===== config.mk =====
export PLATFORM = sky130hd
export DESIGN_NAME = spi3w_slave
export DESIGN_NICKNAME = d
export VERILOG_FILES = /design/src/rtl/spi3w_pkg.sv /design/src/rtl/spi3w_sync.sv /design/src/rtl/spi3w_edge.sv /design/src/rtl/spi3w_core.sv /design/src/rtl/spi3w_slave.sv
export SDC_FILE = /design/constraint.sdc
export NUM_CORES = 1
export LEC_CHECK = 0
export BUFFER_PORTS_ARGS = -buffer_cell sky130_fd_sc_hd__buf_2
export CAP_MARGIN = 20
export CORE_UTILIZATION = 35
export CTS_BUF_LIST = sky130_fd_sc_hd__clkbuf_4 sky130_fd_sc_hd__clkbuf_8
export CTS_CLUSTER_SIZE = 16
export DETAILED_ROUTE_END_ITERATION = 10
export PLACE_DENSITY_LB_ADDON = 0.2
export SYNTH_ARGS = -nofsm -noshare
export SYNTH_HDL_FRONTEND = slang
export SYNTH_SLANG_ARGS = --single-unit

===== constraint.sdc =====
create_clock -name clk_i -period 2.8 [get_ports clk_i]
set_clock_uncertainty 0.2 [all_clocks]
set_input_delay 0.14 -clock clk_i [delete_from_list [all_inputs] [get_ports clk_i]]
set_output_delay 0.14 -clock clk_i [all_outputs]
set_load 0.005 [all_outputs]

===== src/rtl/spi3w_pkg.sv =====
package spi3w_pkg;
  typedef struct packed {
    logic lead;
    logic trail;
  } sclk_edge_t;
endpackage


===== src/rtl/spi3w_sync.sv =====
module spi3w_sync #(
  parameter int unsigned W      = 2,
  parameter int unsigned STAGES = 2
) (
  input  logic         clk_i,
  input  logic         rst_ni,
  input  logic [W-1:0] d_i,
  output logic [W-1:0] q_o
);
  logic [STAGES-1:0][W-1:0] chain_q;

  for (genvar s = 0; s < STAGES; s++) begin : g_stage
    always_ff @(posedge clk_i or negedge rst_ni) begin
      if (!rst_ni) chain_q[s] <= '0;
      else if (s == 0) chain_q[s] <= d_i;
      else chain_q[s] <= chain_q[(s == 0) ? 0 : s-1];
    end
  end

  assign q_o = chain_q[STAGES-1];
endmodule


===== src/rtl/spi3w_edge.sv =====
module spi3w_edge
  import spi3w_pkg::*;
(
  input  logic       clk_i,
  input  logic       rst_ni,
  input  logic       sclk_s_i,
  input  logic       cpol_i,
  output sclk_edge_t edge_o
);
  logic prev_q;
  logic rise, fall;

  always_ff @(posedge clk_i or negedge rst_ni) begin
    if (!rst_ni) prev_q <= 1'b0;
    else         prev_q <= sclk_s_i;
  end

  assign rise = sclk_s_i & ~prev_q;
  assign fall = ~sclk_s_i & prev_q;

  // leading edge leaves the idle level
  always_comb begin
    edge_o.lead  = cpol_i ? fall : rise;
    edge_o.trail = cpol_i ? rise : fall;
  end
endmodule


===== src/rtl/spi3w_core.sv =====
module spi3w_core
  import spi3w_pkg::*;
#(
  parameter int unsigned DATA_W = 32,
  localparam int unsigned LEN_W = $clog2(DATA_W),
  localparam int unsigned CNT_W = LEN_W + 1
) (
  input  logic              clk_i,
  input  logic              rst_ni,
  input  sclk_edge_t        edge_i,
  input  logic              mosi_s_i,
  input  logic              go_i,
  input  logic              clr_i,
  input  logic [LEN_W-1:0]  bit_len_i,
  input  logic [DATA_W-1:0] tx_word_i,
  output logic              miso_o,
  output logic [DATA_W-1:0] rx_data_o,
  output logic              flag_o,
  output logic              busy_o
);
  localparam logic [CNT_W-1:0] FULL_LEN = CNT_W'(DATA_W);

  logic [CNT_W-1:0]  len_q, cnt_q, len_d, cnt_nxt, pad;
  logic [DATA_W-1:0] tx_sh_q, rx_sh_q, rx_nxt, rx_data_q;
  logic              busy_q, flag_q, arm, done;

  assign len_d   = (bit_len_i == '0) ? FULL_LEN : {1'b0, bit_len_i};
  assign pad     = FULL_LEN - len_d;
  assign arm     = go_i & ~busy_q;
  assign cnt_nxt = cnt_q + 1'b1;
  assign rx_nxt  = {rx_sh_q[DATA_W-2:0], mosi_s_i};
  assign done    = busy_q & edge_i.lead & (cnt_nxt == len_q);

  always_ff @(posedge clk_i or negedge rst_ni) begin
    if (!rst_ni) begin
      busy_q    <= 1'b0;
      len_q     <= '0;
      cnt_q     <= '0;
      tx_sh_q   <= '0;
      rx_sh_q   <= '0;
      rx_data_q <= '0;
    end else if (arm) begin
      busy_q  <= 1'b1;
      len_q   <= len_d;
      cnt_q   <= '0;
      rx_sh_q <= '0;
      tx_sh_q <= tx_word_i << pad;  // MSB of frame to top bit
    end else if (busy_q) begin
      if (edge_i.lead) begin
        rx_sh_q <= rx_nxt;
        cnt_q   <= cnt_nxt;
        if (done) begin
          busy_q    <= 1'b0;
          rx_data_q <= rx_nxt;
        end
      end
      if (edge_i.trail) tx_sh_q <= tx_sh_q << 1;
    end
  end

  always_ff @(posedge clk_i or negedge rst_ni) begin
    if (!rst_ni)    flag_q <= 1'b0;
    else if (done)  flag_q <= 1'b1;  // set beats clear
    else if (clr_i) flag_q <= 1'b0;
  end

  assign miso_o    = busy_q & tx_sh_q[DATA_W-1];
  assign rx_data_o = rx_data_q;
  assign flag_o    = flag_q;
  assign busy_o    = busy_q;
endmodule


===== src/rtl/spi3w_slave.sv =====
module spi3w_slave
  import spi3w_pkg::*;
#(
  parameter int unsigned DATA_W      = 32,
  parameter int unsigned SYNC_STAGES = 2,
  localparam int unsigned LEN_W      = $clog2(DATA_W)
) (
  input  logic              clk_i,
  input  logic              rst_ni,
  input  logic              sclk_i,
  input  logic              mosi_i,
  input  logic              go_i,
  input  logic              clr_i,
  input  logic [LEN_W-1:0]  bit_len_i,
  input  logic [DATA_W-1:0] tx_word_i,
  input  logic              cpol_i,
  output logic              miso_o,
  output logic [DATA_W-1:0] rx_data_o,
  output logic              flag_o,
  output logic              busy_o
);
  logic [1:0] pins_s;
  sclk_edge_t sclk_edge;

  spi3w_sync #(.W(2), .STAGES(SYNC_STAGES)) u_sync (
    .clk_i (clk_i),
    .rst_ni(rst_ni),
    .d_i   ({sclk_i, mosi_i}),
    .q_o   (pins_s)
  );

  spi3w_edge u_edge (
    .clk_i   (clk_i),
    .rst_ni  (rst_ni),
    .sclk_s_i(pins_s[1]),
    .cpol_i  (cpol_i),
    .edge_o  (sclk_edge)
  );

  spi3w_core #(.DATA_W(DATA_W)) u_core (
    .clk_i    (clk_i),
    .rst_ni   (rst_ni),
    .edge_i   (sclk_edge),
    .mosi_s_i (pins_s[0]),
    .go_i     (go_i),
    .clr_i    (clr_i),
    .bit_len_i(bit_len_i),
    .tx_word_i(tx_word_i),
    .miso_o   (miso_o),
    .rx_data_o(rx_data_o),
    .flag_o   (flag_o),
    .busy_o   (busy_o)
  );
endmodule


==> key figures <==
Run status
  – Outcome: complete, no violations

Synth
  – Cells after synthesis: around 660
  – Sequential-to-total area share from yosys stat: 0.427
  – Top FF cell, synth: dfrtp_1
  – EDFF count, synth: 0
  – Syn_nets: between 700 and 800
  – Syn. warnings: 0
  – Ys async rst share: 1.00
  – Synthesized area: 6690 sq um
  – Post-synthesis average cell area: 10.2 sq um
  – Seq cells post-synth: 114
  – Yosys cell types: 59

Pwr
  – Sw Pwr: 1.90 mW
  – Worst VDD drop: about 300 uV
  – Design Power: roughly 5.8 mW
  – Cell Pwr Density: 718 nW/um^2
  – Clock share of power: 0.295
  – Sequential Power Share: 0.409
  – Int Power: around 3.9 mW
  – Comb power frac: 0.295
  – Sw Ratio: 0.330
  – Leakage: between 3 and 4 nW

STA
  – Worst-margin pin slew: 0.882 ns
  – Setup Viol. Count Final: 0
  – Final Hold Fails: 0
  – Final max-slew violation count: 0
  – Fin crit share: 0.970
  – Worst hold margin: between 0.02 and 0.03 ns
  – RSZ-0062 raised after global routing: no
  – Fmax: approximately 370 MHz
  – Post-route setup TNS: 0 ns
  – Final WS setup: 0.0834 ns
  – Max_slew headroom: 0.410
  – Final Critical Period: 2.72 ns

Routing
  – DRC: 0
  – Mean routed wirelength per cell: 17.9 microns
  – Detailed Route WL: approximately 18 mm
  – 1st-iter DRT viols: between 300 and 400
  – Vias per cell: roughly 5.6
  – Pre-antenna DRT Iters: 7
  – Antenna-violating nets left: 0
  – DR vias: approximately 5500

Clock network
  – Root Driver: clkbuf_8
  – H-tree depth: 4
  – Clock latency on the worst-skew pair: around 0.45 ns
  – Max clock buf depth: 2
  – Reg clk slew, reported paths: 0.08 ns
  – Total CTS buffers: 17
  – CTS tree: yes
  – Clk sinks: between 100 and 150

Placed design
  – RePlAce Congestion: between 0.9 and 1
  – DPL Wire Length: around 12 mm
  – PortBufs: a little under 80
  – Placed instance area: approximately 7400 sq um
  – Placed insts: 947
  – Post-Place Setup Slack: approximately 0.10 ns

Floorplanning
  – Die Span Y: between 100 and 150 microns
  – Core area: between 15000 and 20000 sq um
  – Starting Density: 0.357
  – DIE AREA: about 20000 sq um
  – Std-Cell Rows: 50
  – I/O pin cnt: 79
  – Die width: 140 microns

Worst setup path
  – Worst r2r src: u_core.cnt_q[0]
  – CP arrival: 2.86 ns
  – Kind of critical path: primary input to flop
  – R2r setup slk: about 0.20 ns
  – Worst-path fanout max: 15
  – Worst path max stage delay: 0.55 ns
  – Crit path to: u_core.tx_sh_q[22]
  – RR Endpoint: u_core.rx_data_o[16]
  – Crit path from: bit_len_i[0]
  – Crit end category: flop
  – Register-to-Register Path Depth: 7
  – CP Cell Sequence: dlygate4sd3_1, clkbuf_4, inv_2, ha_4, buf_12, mux2_2, mux4_2, a32o_1, a211o_1
  – Slowest-stage cell, CP: dlygate4sd3_1
  – Worst setup SP type: primary input
  – WP data required: about 3 ns

GRT
  – First-pass GRT wire length: 28.8 mm
  – Largest net degree at the start of global routing: 84
  – Vias in the first global route: around 5400
  – Initial antenna violation count: 0
  – Grt total ovfl: 0
  – Total GRT Usage: 0.187

Cells and area
  – Non-Filler Instances: approximately 1000
  – Final instance area: between 8000 and 9000 sq um
  – Number of nets in the layout: 791
  – Post-layout util: 0.429
  – Most common cell after layout, fill and taps aside: dfrtp_1
  – Layout cells sized above 1: 0.307
  – Diode count: 0
  – Syn-to-layout area delta: 20.2%
  – Commonest cells after routing, fill and taps aside: 114 x dfrtp_1, 112 x nand2_1, 76 x buf_2

Flow run
  – Max Cap Viol: 0

Min path
  – Hold Crit Class: primary input to flop
  – Worst hold start: tx_word_i[0]
worst min path at each step:
stage | to | slack, ns | cells past startpoint
3_5_place_dp | u_core.rx_data_o[26] | -0.07 | 1
4_1_cts | u_core.tx_sh_q[0] | 0.001 | 4
2_1_floorplan | u_core.busy_o | -0.36 | 0
3_3_place_gp | u_core.rx_data_o[26] | -0.08 | 1
6_report | u_core.tx_sh_q[0] | 0.03 | 4
5_1_grt | u_core.tx_sh_q[0] | 0.04 | 4
kinds of logic after synthesis:
kind of cell / share of synthesized area
xor+xnor: 0.0197
buf+inv: 0.0399
mux: 0.237
simple gates: 0.161
fa+ha+maj: 0.00374
compound gates: 0.112
flops: 0.427
cell usage after synthesis (2+ instances only):
cell,n,area share
and3b_1,2,0.0026
a41oi_1,3,0.0039
mux2i_1,35,0.052
and2_1,4,0.0037
a21oi_1,19,0.014
o32a_1,2,0.0030
nor4_4,2,0.0064
o22ai_1,10,0.0094
a21o_1,2,0.0022
nand3_1,45,0.034
dfrtp_1,114,0.43
xnor2_1,9,0.012
o31ai_1,2,0.0022
mux2_2,56,0.094
nand2_1,112,0.063
mux4_1,2,0.0079
o221ai_1,2,0.0026
mux4_2,24,0.081
o211ai_1,6,0.0067
nand2b_1,2,0.0019
o21ai_0,31,0.023
nor3_1,9,0.0067
and3_1,3,0.0028
o21a_1,3,0.0034
buf_6,4,0.0067
a31oi_1,7,0.0066
buf_1,2,0.0011
clkbuf_1,22,0.012
o31a_1,3,0.0039
inv_1,4,0.0022
buf_2,15,0.011
ha_1,2,0.0037
nor3b_1,5,0.0056
xor2_1,6,0.0079
buf_4,5,0.0056
a22oi_1,9,0.010
a211oi_1,3,0.0034
nor2b_1,3,0.0028
nor2_1,46,0.026
power by group through the flow:
| stage | logic [mW] | clock network [mW] | registers [mW] |
|---|---|---|---|
| 3_3_place_gp | 1.65 | 0 | 2.37 |
| 5_1_grt | 1.88 | 1.82 | 2.41 |
| 2_1_floorplan | 1.19 | 0 | 2.30 |
| 3_5_place_dp | 1.68 | 0 | 2.39 |
| 6_report | 1.70 | 1.70 | 2.36 |
| 4_1_cts | 1.70 | 1.74 | 2.36 |
sequential cells by signal (all words and copies together) (netlist names):
register and cells:
u_core.flag_o 1, u_core.busy_o 1, u_sync.chain_q 2, u_core.cnt_q 6
u_core.len_q 6, u_core.tx_sh_q 32, u_edge.prev_q 1, u_core.rx_data_o 32
u_sync.q_o 2, u_core.rx_sh_q 31
cell type report:
cell class / instances / area, sq um
tap: 234 / 293
timing repair buffer: 119 / 826
sequential: 114 / 2850
multi-input combinational: 488 / 3600
inverter: 5 / 18.8
clock buffer: 19 / 255
fill: 1818 / 10700
clock inverter: 13 / 185
critical path: cells and delay by family:
| kind | cells | cell delay (ns) |
|---|---|---|
| buf+inv | 4 | 0.95 |
| mux | 2 | 0.89 |
| compound gates | 2 | 0.57 |
| fa+ha+maj | 1 | 0.30 |
repair_timing:
item,4_1_cts,5_1_grt
gates resized for setup,0,5
buffers inserted,0,0
endpoints found under the hold margin,123,0
hold buffers,12,0
setup endpoints to repair,0,7
routing by layer:
metal | global-route usage | vias to the layer above | wire length, microns
met5 | 0 | - | 0
met4 | 0.0735 | 0 | 293
met3 | 0.0338 | 23 | 900
met2 | 0.298 | 199 | 8410
met1 | 0.253 | 2751 | 8120
li1 | - | 2554 | -
(Power assumes the default switching activity.)
